==> src/rtl/sio_pkg.sv <==
package sio_pkg;
  localparam int DATA_W = 8;
  localparam int OSR    = 16;
  localparam logic [1:0] A_DATA = 2'd0;
  localparam logic [1:0] A_STAT = 2'd1;
  localparam logic [1:0] A_DLO  = 2'd2;
  localparam logic [1:0] A_DHI  = 2'd3;

  typedef enum logic [1:0] {PAR_NONE = 2'd0, PAR_EVEN = 2'd1, PAR_ODD = 2'd2, PAR_OFF = 2'd3} par_e;
  typedef enum logic [2:0] {S_IDLE, S_START, S_DATA, S_PAR, S_STOP} frm_e;

  function automatic logic has_par(input par_e m);
    return (m == PAR_EVEN) || (m == PAR_ODD);
  endfunction

  function automatic logic par_bit(input logic [DATA_W-1:0] d, input par_e m);
    return (^d) ^ (m == PAR_ODD);
  endfunction
endpackage

==> src/rtl/sio_baud.sv <==
module sio_baud #(
  parameter int DIV_W = 16,
  parameter logic [DIV_W-1:0] DEF_DIV = 16'd324
) (
  input  logic       clk,
  input  logic       rst_n,
  input  logic       wr_lo,
  input  logic       wr_hi,
  input  logic [7:0] din,
  output logic       tick
);
  localparam int HI_W = DIV_W - 8;
  logic [DIV_W-1:0] div_q, cnt_q;

  always_ff @(posedge clk or negedge rst_n) begin
    if (!rst_n) begin
      div_q <= DEF_DIV;
      cnt_q <= DEF_DIV;
    end else begin
      if (wr_lo) div_q[7:0] <= din;
      if (wr_hi) begin
        div_q[DIV_W-1:8] <= din[HI_W-1:0];
        cnt_q            <= {din[HI_W-1:0], div_q[7:0]};
      end else if (cnt_q == '0) begin
        cnt_q <= div_q;
      end else begin
        cnt_q <= cnt_q - 1'b1;
      end
    end
  end

  assign tick = (cnt_q == '0);
endmodule

==> src/rtl/sio_tx.sv <==
module sio_tx
  import sio_pkg::*;
#(
  parameter int NB = DATA_W,
  parameter int OS = OSR
) (
  input  logic          clk,
  input  logic          rst_n,
  input  logic          tick,
  input  logic          load,
  input  logic [NB-1:0] data,
  input  logic [1:0]    par_mode,
  output logic          ready,
  output logic          txd
);
  localparam int CW = $clog2(OS);
  localparam int IW = $clog2(NB);
  localparam logic [CW-1:0] CLAST = CW'(OS - 1);
  localparam logic [IW-1:0] ILAST = IW'(NB - 1);

  frm_e          st_q;
  logic [CW-1:0] cnt_q;
  logic [IW-1:0] idx_q;
  logic [NB-1:0] sh_q;
  logic          pbit_q, pend_q;
  par_e          mode_q;

  always_ff @(posedge clk or negedge rst_n) begin
    if (!rst_n) begin
      st_q   <= S_IDLE;
      cnt_q  <= '0;
      idx_q  <= '0;
      sh_q   <= '0;
      pbit_q <= 1'b0;
      pend_q <= 1'b0;
      mode_q <= PAR_NONE;
    end else begin
      if (load && ready) begin
        sh_q   <= data;
        mode_q <= par_e'(par_mode);
        pbit_q <= par_bit(data, par_e'(par_mode));
        pend_q <= 1'b1;
      end
      if (tick) begin
        if (st_q == S_IDLE) begin
          if (pend_q) begin
            st_q   <= S_START;
            cnt_q  <= '0;
            pend_q <= 1'b0;
          end
        end else if (cnt_q != CLAST) begin
          cnt_q <= cnt_q + 1'b1;
        end else begin
          cnt_q <= '0;
          case (st_q)
            S_START: begin st_q <= S_DATA; idx_q <= '0; end
            S_DATA: begin
              sh_q <= sh_q >> 1;
              if (idx_q == ILAST) st_q <= has_par(mode_q) ? S_PAR : S_STOP;
              else idx_q <= idx_q + 1'b1;
            end
            S_PAR:   st_q <= S_STOP;
            default: st_q <= S_IDLE;
          endcase
        end
      end
    end
  end

  assign ready = (st_q == S_IDLE) && !pend_q;

  always_comb begin
    case (st_q)
      S_START: txd = 1'b0;
      S_DATA:  txd = sh_q[0];
      S_PAR:   txd = pbit_q;
      default: txd = 1'b1;
    endcase
  end
endmodule

==> src/rtl/sio_rx.sv <==
module sio_rx
  import sio_pkg::*;
#(
  parameter int NB = DATA_W,
  parameter int OS = OSR
) (
  input  logic          clk,
  input  logic          rst_n,
  input  logic          tick,
  input  logic          rxd,
  input  logic [1:0]    par_mode,
  output logic          done,
  output logic [NB-1:0] byte_o,
  output logic          ferr,
  output logic          perr
);
  localparam int CW = $clog2(OS);
  localparam int IW = $clog2(NB);
  localparam logic [CW-1:0] CLAST = CW'(OS - 1);
  localparam logic [CW-1:0] CHALF = CW'(OS / 2 - 1);
  localparam logic [IW-1:0] ILAST = IW'(NB - 1);

  logic [1:0]    sync_q;
  logic          rxs;
  frm_e          st_q;
  logic [CW-1:0] cnt_q;
  logic [IW-1:0] idx_q;
  logic [NB-1:0] sh_q;
  logic          rpar_q;
  par_e          mode_q;

  always_ff @(posedge clk or negedge rst_n) begin
    if (!rst_n) sync_q <= 2'b11;
    else        sync_q <= {sync_q[0], rxd};
  end
  assign rxs = sync_q[1];

  always_ff @(posedge clk or negedge rst_n) begin
    if (!rst_n) begin
      st_q   <= S_IDLE;
      cnt_q  <= '0;
      idx_q  <= '0;
      sh_q   <= '0;
      rpar_q <= 1'b0;
      mode_q <= PAR_NONE;
      done   <= 1'b0;
      byte_o <= '0;
      ferr   <= 1'b0;
      perr   <= 1'b0;
    end else begin
      done <= 1'b0;
      if (tick) begin
        case (st_q)
          S_IDLE: if (!rxs) begin
            st_q   <= S_START;
            cnt_q  <= '0;
            mode_q <= par_e'(par_mode);
          end
          S_START: begin
            if (cnt_q != CHALF) cnt_q <= cnt_q + 1'b1;
            else if (rxs) st_q <= S_IDLE;
            else begin st_q <= S_DATA; cnt_q <= '0; idx_q <= '0; end
          end
          default: begin
            if (cnt_q != CLAST) cnt_q <= cnt_q + 1'b1;
            else begin
              cnt_q <= '0;
              case (st_q)
                S_DATA: begin
                  sh_q <= {rxs, sh_q[NB-1:1]};
                  if (idx_q == ILAST) st_q <= has_par(mode_q) ? S_PAR : S_STOP;
                  else idx_q <= idx_q + 1'b1;
                end
                S_PAR: begin rpar_q <= rxs; st_q <= S_STOP; end
                default: begin
                  st_q   <= S_IDLE;
                  done   <= 1'b1;
                  byte_o <= sh_q;
                  ferr   <= !rxs;
                  perr   <= has_par(mode_q) && (rpar_q != par_bit(sh_q, mode_q));
                end
              endcase
            end
          end
        endcase
      end
    end
  end
endmodule

==> src/rtl/sio_port.sv <==
module sio_port
  import sio_pkg::*;
#(
  parameter int DIV_W = 16,
  parameter logic [DIV_W-1:0] DEF_DIV = 16'd324
) (
  input  logic        clk,
  input  logic        rst_n,
  input  logic        cs,
  input  logic        rd_wr,
  input  logic [1:0]  addr,
  input  logic [7:0]  din,
  output logic [7:0]  dout,
  output logic        dout_en,
  input  logic [1:0]  par_mode,
  output logic        tx_ready,
  output logic        rx_avail,
  output logic        txd,
  input  logic        rxd
);
  logic wr, rd, tick, rx_done, rx_ferr, rx_perr;
  logic [DATA_W-1:0] rx_byte, rx_buf;
  logic ferr_q, perr_q;

  assign wr = cs && !rd_wr;
  assign rd = cs && rd_wr;

  sio_baud #(.DIV_W(DIV_W), .DEF_DIV(DEF_DIV)) u_baud (
    .clk(clk), .rst_n(rst_n),
    .wr_lo(wr && addr == A_DLO), .wr_hi(wr && addr == A_DHI),
    .din(din), .tick(tick)
  );

  sio_tx u_tx (
    .clk(clk), .rst_n(rst_n), .tick(tick),
    .load(wr && addr == A_DATA), .data(din), .par_mode(par_mode),
    .ready(tx_ready), .txd(txd)
  );

  sio_rx u_rx (
    .clk(clk), .rst_n(rst_n), .tick(tick), .rxd(rxd), .par_mode(par_mode),
    .done(rx_done), .byte_o(rx_byte), .ferr(rx_ferr), .perr(rx_perr)
  );

  always_ff @(posedge clk or negedge rst_n) begin
    if (!rst_n) begin
      rx_buf   <= '0;
      rx_avail <= 1'b0;
      ferr_q   <= 1'b0;
      perr_q   <= 1'b0;
    end else if (rx_done) begin
      rx_buf   <= rx_byte;
      rx_avail <= 1'b1;
      ferr_q   <= rx_ferr;
      perr_q   <= rx_perr;
    end else if (rd && addr == A_DATA) begin
      rx_avail <= 1'b0;
    end
  end

  always_comb begin
    dout = '0;
    if (rd) begin
      case (addr)
        A_DATA:  dout = rx_buf;
        A_STAT:  dout = {4'b0, perr_q, ferr_q, rx_avail, tx_ready};
        default: dout = '0;
      endcase
    end
  end
  assign dout_en = rd;
endmodule

==> config.mk <==
export PLATFORM = sky130hd
export DESIGN_NAME = sio_port
export DESIGN_NICKNAME = d
export VERILOG_FILES = /design/src/rtl/sio_pkg.sv /design/src/rtl/sio_baud.sv /design/src/rtl/sio_tx.sv /design/src/rtl/sio_rx.sv /design/src/rtl/sio_port.sv
export SDC_FILE = /design/constraint.sdc
export NUM_CORES = 1
export LEC_CHECK = 0
export BUFFER_PORTS_ARGS = -buffer_cell sky130_fd_sc_hd__buf_4
export CAP_MARGIN = 5
export CELL_PAD_IN_SITES_DETAIL_PLACEMENT = 0
export CELL_PAD_IN_SITES_GLOBAL_PLACEMENT = 2
export CORE_MARGIN = 2
export CORE_UTILIZATION = 43
export CTS_BUF_LIST = sky130_fd_sc_hd__clkbuf_16
export DETAILED_ROUTE_END_ITERATION = 10
export GPL_TIMING_DRIVEN = 0
export PLACE_DENSITY_LB_ADDON = 0.1
export SYNTH_ARGS = -nofsm -noshare
export SYNTH_HDL_FRONTEND = slang
export SYNTH_SLANG_ARGS = --single-unit
==> constraint.sdc <==
create_clock -name clk -period 4.41 [get_ports clk]
set_clock_uncertainty 0.15 [all_clocks]
set_input_delay 0.6615 -clock clk [delete_from_list [all_inputs] [get_ports clk]]
set_output_delay 0.6615 -clock clk [all_outputs]
set_load 0.005 [all_outputs]
**Word level (Yosys, flattened, before mapping)**

Cells that the tools add are included.

- Equal/unequal tests: 31
- Muxes and demuxes: 49
- Add/subtract/negate cells: 5
- Bitwise gates (word level): 9
- Reductions and logical operators: 34

Operators by type and width:

| operator | number |
|---|---|
| two-way mux 3 bit | 16 |
| two-way mux 8 bit | 6 |
| two-way mux 16 bit | 2 |
| two-way mux 4 bit | 6 |
| case mux 3 bit (2 select lines) | 4 |
| zero test 16 bit | 1 |
| case mux 8 bit (2 select lines) | 1 |
| AND reduction 4 bit | 4 |
| parity 8 bit | 2 |
| subtractor 16 x 1 -> 16 bit (second input constant) | 1 |
| equality test 3 x 2 -> 1 bit (second input constant) | 4 |
| != test 2 bit (second input constant) | 6 |
| equality test 2 bit (second input constant) | 5 |
| two-way mux 1 bit | 10 |
| AND reduction 5 bit | 2 |
| logical AND 1 bit | 9 |
| case mux 3 bit (3 select lines) | 1 |
| adder 4 x 1 -> 4 bit (second input constant) | 2 |
| != test 4 x 3 -> 1 bit (second input constant) | 2 |
| != test 4 bit (second input constant) | 2 |
| case mux 4 bit (2 select lines) | 1 |
| NOT 1 bit | 7 |
| AND reduction 7 bit | 1 |
| adder 3 x 1 -> 3 bit (second input constant) | 2 |
| other kinds (18) | 31 |

- Output and inout bits: 12
- Bits in registers: 99
- Bits of input ports: 17
- Logic and storage cells: 153

**Longest topological paths before layout**

- Word-level depth: 9
- Gate-level depth with buffers: 9
- Mapped depth without buffers: 7

**Cells and area by module**

A second synthesis with hierarchy kept.

- Cell total of the unflattened synthesis: 478
- Area total of the unflattened synthesis: 5,046.1 um^2

Modules (own cells, without submodules):

| module | cells each | sequential area each (um^2) | area an instance (um^2) | instances |
|---|---|---|---|---|
| sio_rx | 145 | 853.3 | 1,632.8 | 1 |
| sio_baud | 170 | 808.3 | 1,631.6 | 1 |
| sio_tx | 120 | 550.5 | 1,231.2 | 1 |
| sio_port | 43 | 275.3 | 550.5 | 1 |

**Worst setup path before layout**

No wires, ideal clock.

- Path type: register -> register
- Start: register u_baud.cnt_q[0]
- End: register u_rx.sh_q[0]
- Data required time: 4.135 ns
- Period minus slack after synthesis: 2.653 ns
- Buffers on the path: 0
- Setup time: 0.125 ns
- Arrival: 2.378 ns
- Setup slack: 1.757 ns
- Cell stages (with the launch flop): 8
- Path through: dfrtp_1 inv_1 ha_1 or3b_2 nor4_4 nand2_4 nor4_4 mux2_2

- Cells in the longest elaborated chain, start to end: 2

Ends and longest elaborated chain:

| what | line | source |
|---|---|---|
| from (decl) | sio_baud.sv:13 | `logic [DIV_W-1:0] div_q, cnt_q;` |
| from (signal assigned) | sio_baud.sv:23 | `cnt_q <= {din[HI_W-1:0], div_q[7:0]};` |
| from (signal assigned) | sio_baud.sv:25 | `cnt_q <= div_q;` |
| from (signal assigned) | sio_baud.sv:27 | `cnt_q <= cnt_q - 1'b1;` |
| zero test 16 bit | sio_baud.sv:32 | `assign tick = (cnt_q == '0);` |
| AND reduction 4 bit (no source line) | n/a |  |
| to (signal assigned) | sio_rx.sv:70 | `sh_q <= {rxs, sh_q[NB-1:1]};` |
| to (decl) | sio_rx.sv:28 | `logic [NB-1:0] sh_q;` |

No other way between the ends.
A chain may end at the register's enable or synchronous reset.

**Worst setup path after layout**

- Start: register u_baud.cnt_q[4]
- End: register u_rx.sh_q[1]

The elaborated chain is that of the path after synthesis.

==> qor.csv <==
metric,value,unit
status,"complete, no violations",
die_h,111.3,um
synth-seq-cells,99,
holdPathStages,0,
slew_viol_final,0,
clock_sinks,99,
finalHoldViolCount,0,
synth_edf_count,0,
diodes,0,
seq_area_frac_synth,50.20,%
power_leakage,2.632,nW
hpwl,8036,um
setup_viol,0,
synth_cell_types,56,
vias,3621,
fmax,309.8,MHz
rows,39,
holdBufCountCts,0,
endpoint_kind,flip-flop,
cp.required,4.50,ns
fillCellCount,1077,
clkTransAtPathRegs,0.07,ns
synth_async_sr_flop_share,100.0,%
arrival,3.32,ns
antenna_found_initial,0,
grt_pass1_wl,19500,um
multi_input_area,2364,sq um
drive_above_1_share,20.62,%
wirelength,11390,um
r2r_start,u_baud.cnt_q[4],
ff2ff_setup_slack,1.18,ns
power,2.354,mW
insertion_delay,0.35,ns
portBuffers,27,
min_from,u_rx.sync_q[0],
synth.avg_cell_area,10.52,sq um
powerDensity,418.8,nW/um^2
grt_max_degree,100,
fin_setup_tns,0,ns
grt_overflow,0,
final_cell_mix,"91 x dfrtp_1, 57 x nand2_1, 40 x mux2_2",
cp_max_fo,8,
start_util,43.77,%
grt_pass1_vias,3638,
cts-htree-levels,3,
rsz0062_at_grt,false,
peakVddDrop,0.0003272,V
dr.pass1.iters,5,
crit_type,flip-flop to flip-flop,
tritoncts.num_buffers,9,
final.period_utilization,73.19,%
drc,0,
critPathLaunchType,flip-flop,
dp_slack,1.257,ns
ant_nets,0,
cts_resized,0,
via_per_inst,5.511,
max-cap-violations,0,
final_common_cell,dfrtp_1,
final.min_clock_period,3.228,ns
worst_slack,1.182,ns
wl_per_cell,17.33,um
core,11320,sq um
cts_tree,done,
regArea,2487,sq um
gr-usage-all-layers,19.89,%
rr_worst_depth,6,
yosys_warnings,0,
die_x,111.3,um
syn-instance-count,471,
hold_path.class,flip-flop to flip-flop,
tightest_slew,0.8935,ns
rr_endpoint,u_rx.sh_q[1],
synth_area,4955,sq um
area_delta_synth_final,13.43,%
die-area,12400,sq um
ctsLongestPathBuffers,2,
yosys_most_used_dff,dfrtp_1,
io_pins,29,
min_to,u_rx.sync_q[1],
root_buffer,clkbuf_16,
gp_congestion,0.7803,
syn_nets,497,
cts_setup_buffers,0,
final_net_count,535,
slew_headroom,40.43,%
drtIter0Drc,232,
## layout make-up
| class | count | share of cell area, % |
|---|---|---|
| Timing Repair Buffer | 27 | 3.673 |
| Clock buffer | 9 | 4.007 |
| Tap cell | 143 | 3.183 |
| Buffer | 20 | 1.380 |
| Clock inverter | 7 | 0.9795 |
| Inverter | 7 | 0.4675 |
| Multi-Input combinational cell | 345 | 42.05 |
| Sequential cell | 99 | 44.26 |
## synth_stat cells, drive strengths merged (3+ instances only)
library cell	n	area, sq um
o31ai	7	52.55
ha	9	112.6
o221ai	3	26.28
a21oi	18	90.09
a21o	3	23.77
nor3	8	40.04
a22o	3	26.28
dfrtp	91	2277
a211o	3	26.28
nand2	58	225.2
and2	6	38.79
nor3b	3	22.52
xor2	3	26.28
mux2	43	495.5
a31oi	5	31.28
nand2b	6	37.54
xnor2	19	166.4
inv	7	26.28
nor4	6	67.56
mux2i	14	140.1
nand4	4	25.02
nor2	40	152.6
nand3	13	65.06
and3	10	62.56
clkbuf	18	67.56
o21ai	31	155.2
nor2b	3	18.77
dfstp	8	210.2
## metrics by stage
step / cells / util [%] / hold WS, ns / instance area (sq um)
detailed placement: 641 / 47.14 / 0.1988 / 5336
global route: 657 / 49.65 / 0.2096 / 5620
floorplan: 471 / - / 0.1952 / 4955
global placement: 641 / 47.14 / 0.1954 / 5336
finish: 657 / 49.65 / 0.2079 / 5620
CTS: 657 / 49.61 / 0.2086 / 5617
## critical path, stage by stage, from the launching register on
cell and delay [ns]:
dfrtp_1 0.42, nor3_1 0.68, and2_2 0.27, clkbuf_1 0.41
nand2_4 0.19, nor4_4 0.59, mux2_2 0.40
## layer usage
layer	up-vias	track usage [%]	part of all wire, %
li1	1761	-	-
met3	9	4.083	3.1
met1	1802	29.99	51
met4	0	5.597	1.4
met2	49	29.27	45
met5	-	0	0
## power by group
part / switching, mW / internal (mW)
sequential: 0.103 / 1.04
combinational: 0.274 / 0.180
clock: 0.365 / 0.392
total: 0.742 / 1.61
## kinds of logic after synthesis
family / Yosys count / synth area share (%)
multiplexers: 57 / 12.83
AO/OA/AOI/OAI: 87 / 11.19
flip-flops: 99 / 50.20
buffers and inverters: 27 / 2.096
adder cells (fa/ha/maj): 9 / 2.273
XOR/XNOR: 22 / 3.889
AND/OR/NAND/NOR: 170 / 17.53
## worst max path at each step
stage	end	start
floorplan	u_rx.sh_q[0]	u_baud.cnt_q[0]
CTS	u_rx.sh_q[1]	u_baud.cnt_q[4]
finish	u_rx.sh_q[1]	u_baud.cnt_q[4]
global route	u_rx.sh_q[5]	u_baud.cnt_q[4]
detailed placement	u_rx.sh_q[5]	u_baud.cnt_q[4]
global placement	u_rx.sh_q[2]	u_baud.cnt_q[5]
## sequential cells by signal (all words and copies together), names as in the netlist, 2 cells and up
name	flops
u_rx.byte_o	8
u_rx.mode_q	2
u_tx.sh_q	8
u_tx.st_q	3
u_rx.cnt_q	4
u_rx.st_q	3
u_rx.idx_q	3
u_tx.cnt_q	4
u_baud.cnt_q	16
rx_buf	8
u_baud.div_q	16
u_rx.sync_q	2
u_tx.mode_q	2
u_rx.sh_q	8
u_tx.idx_q	3
No activity file was read; power rests on OpenSTA's default activity.
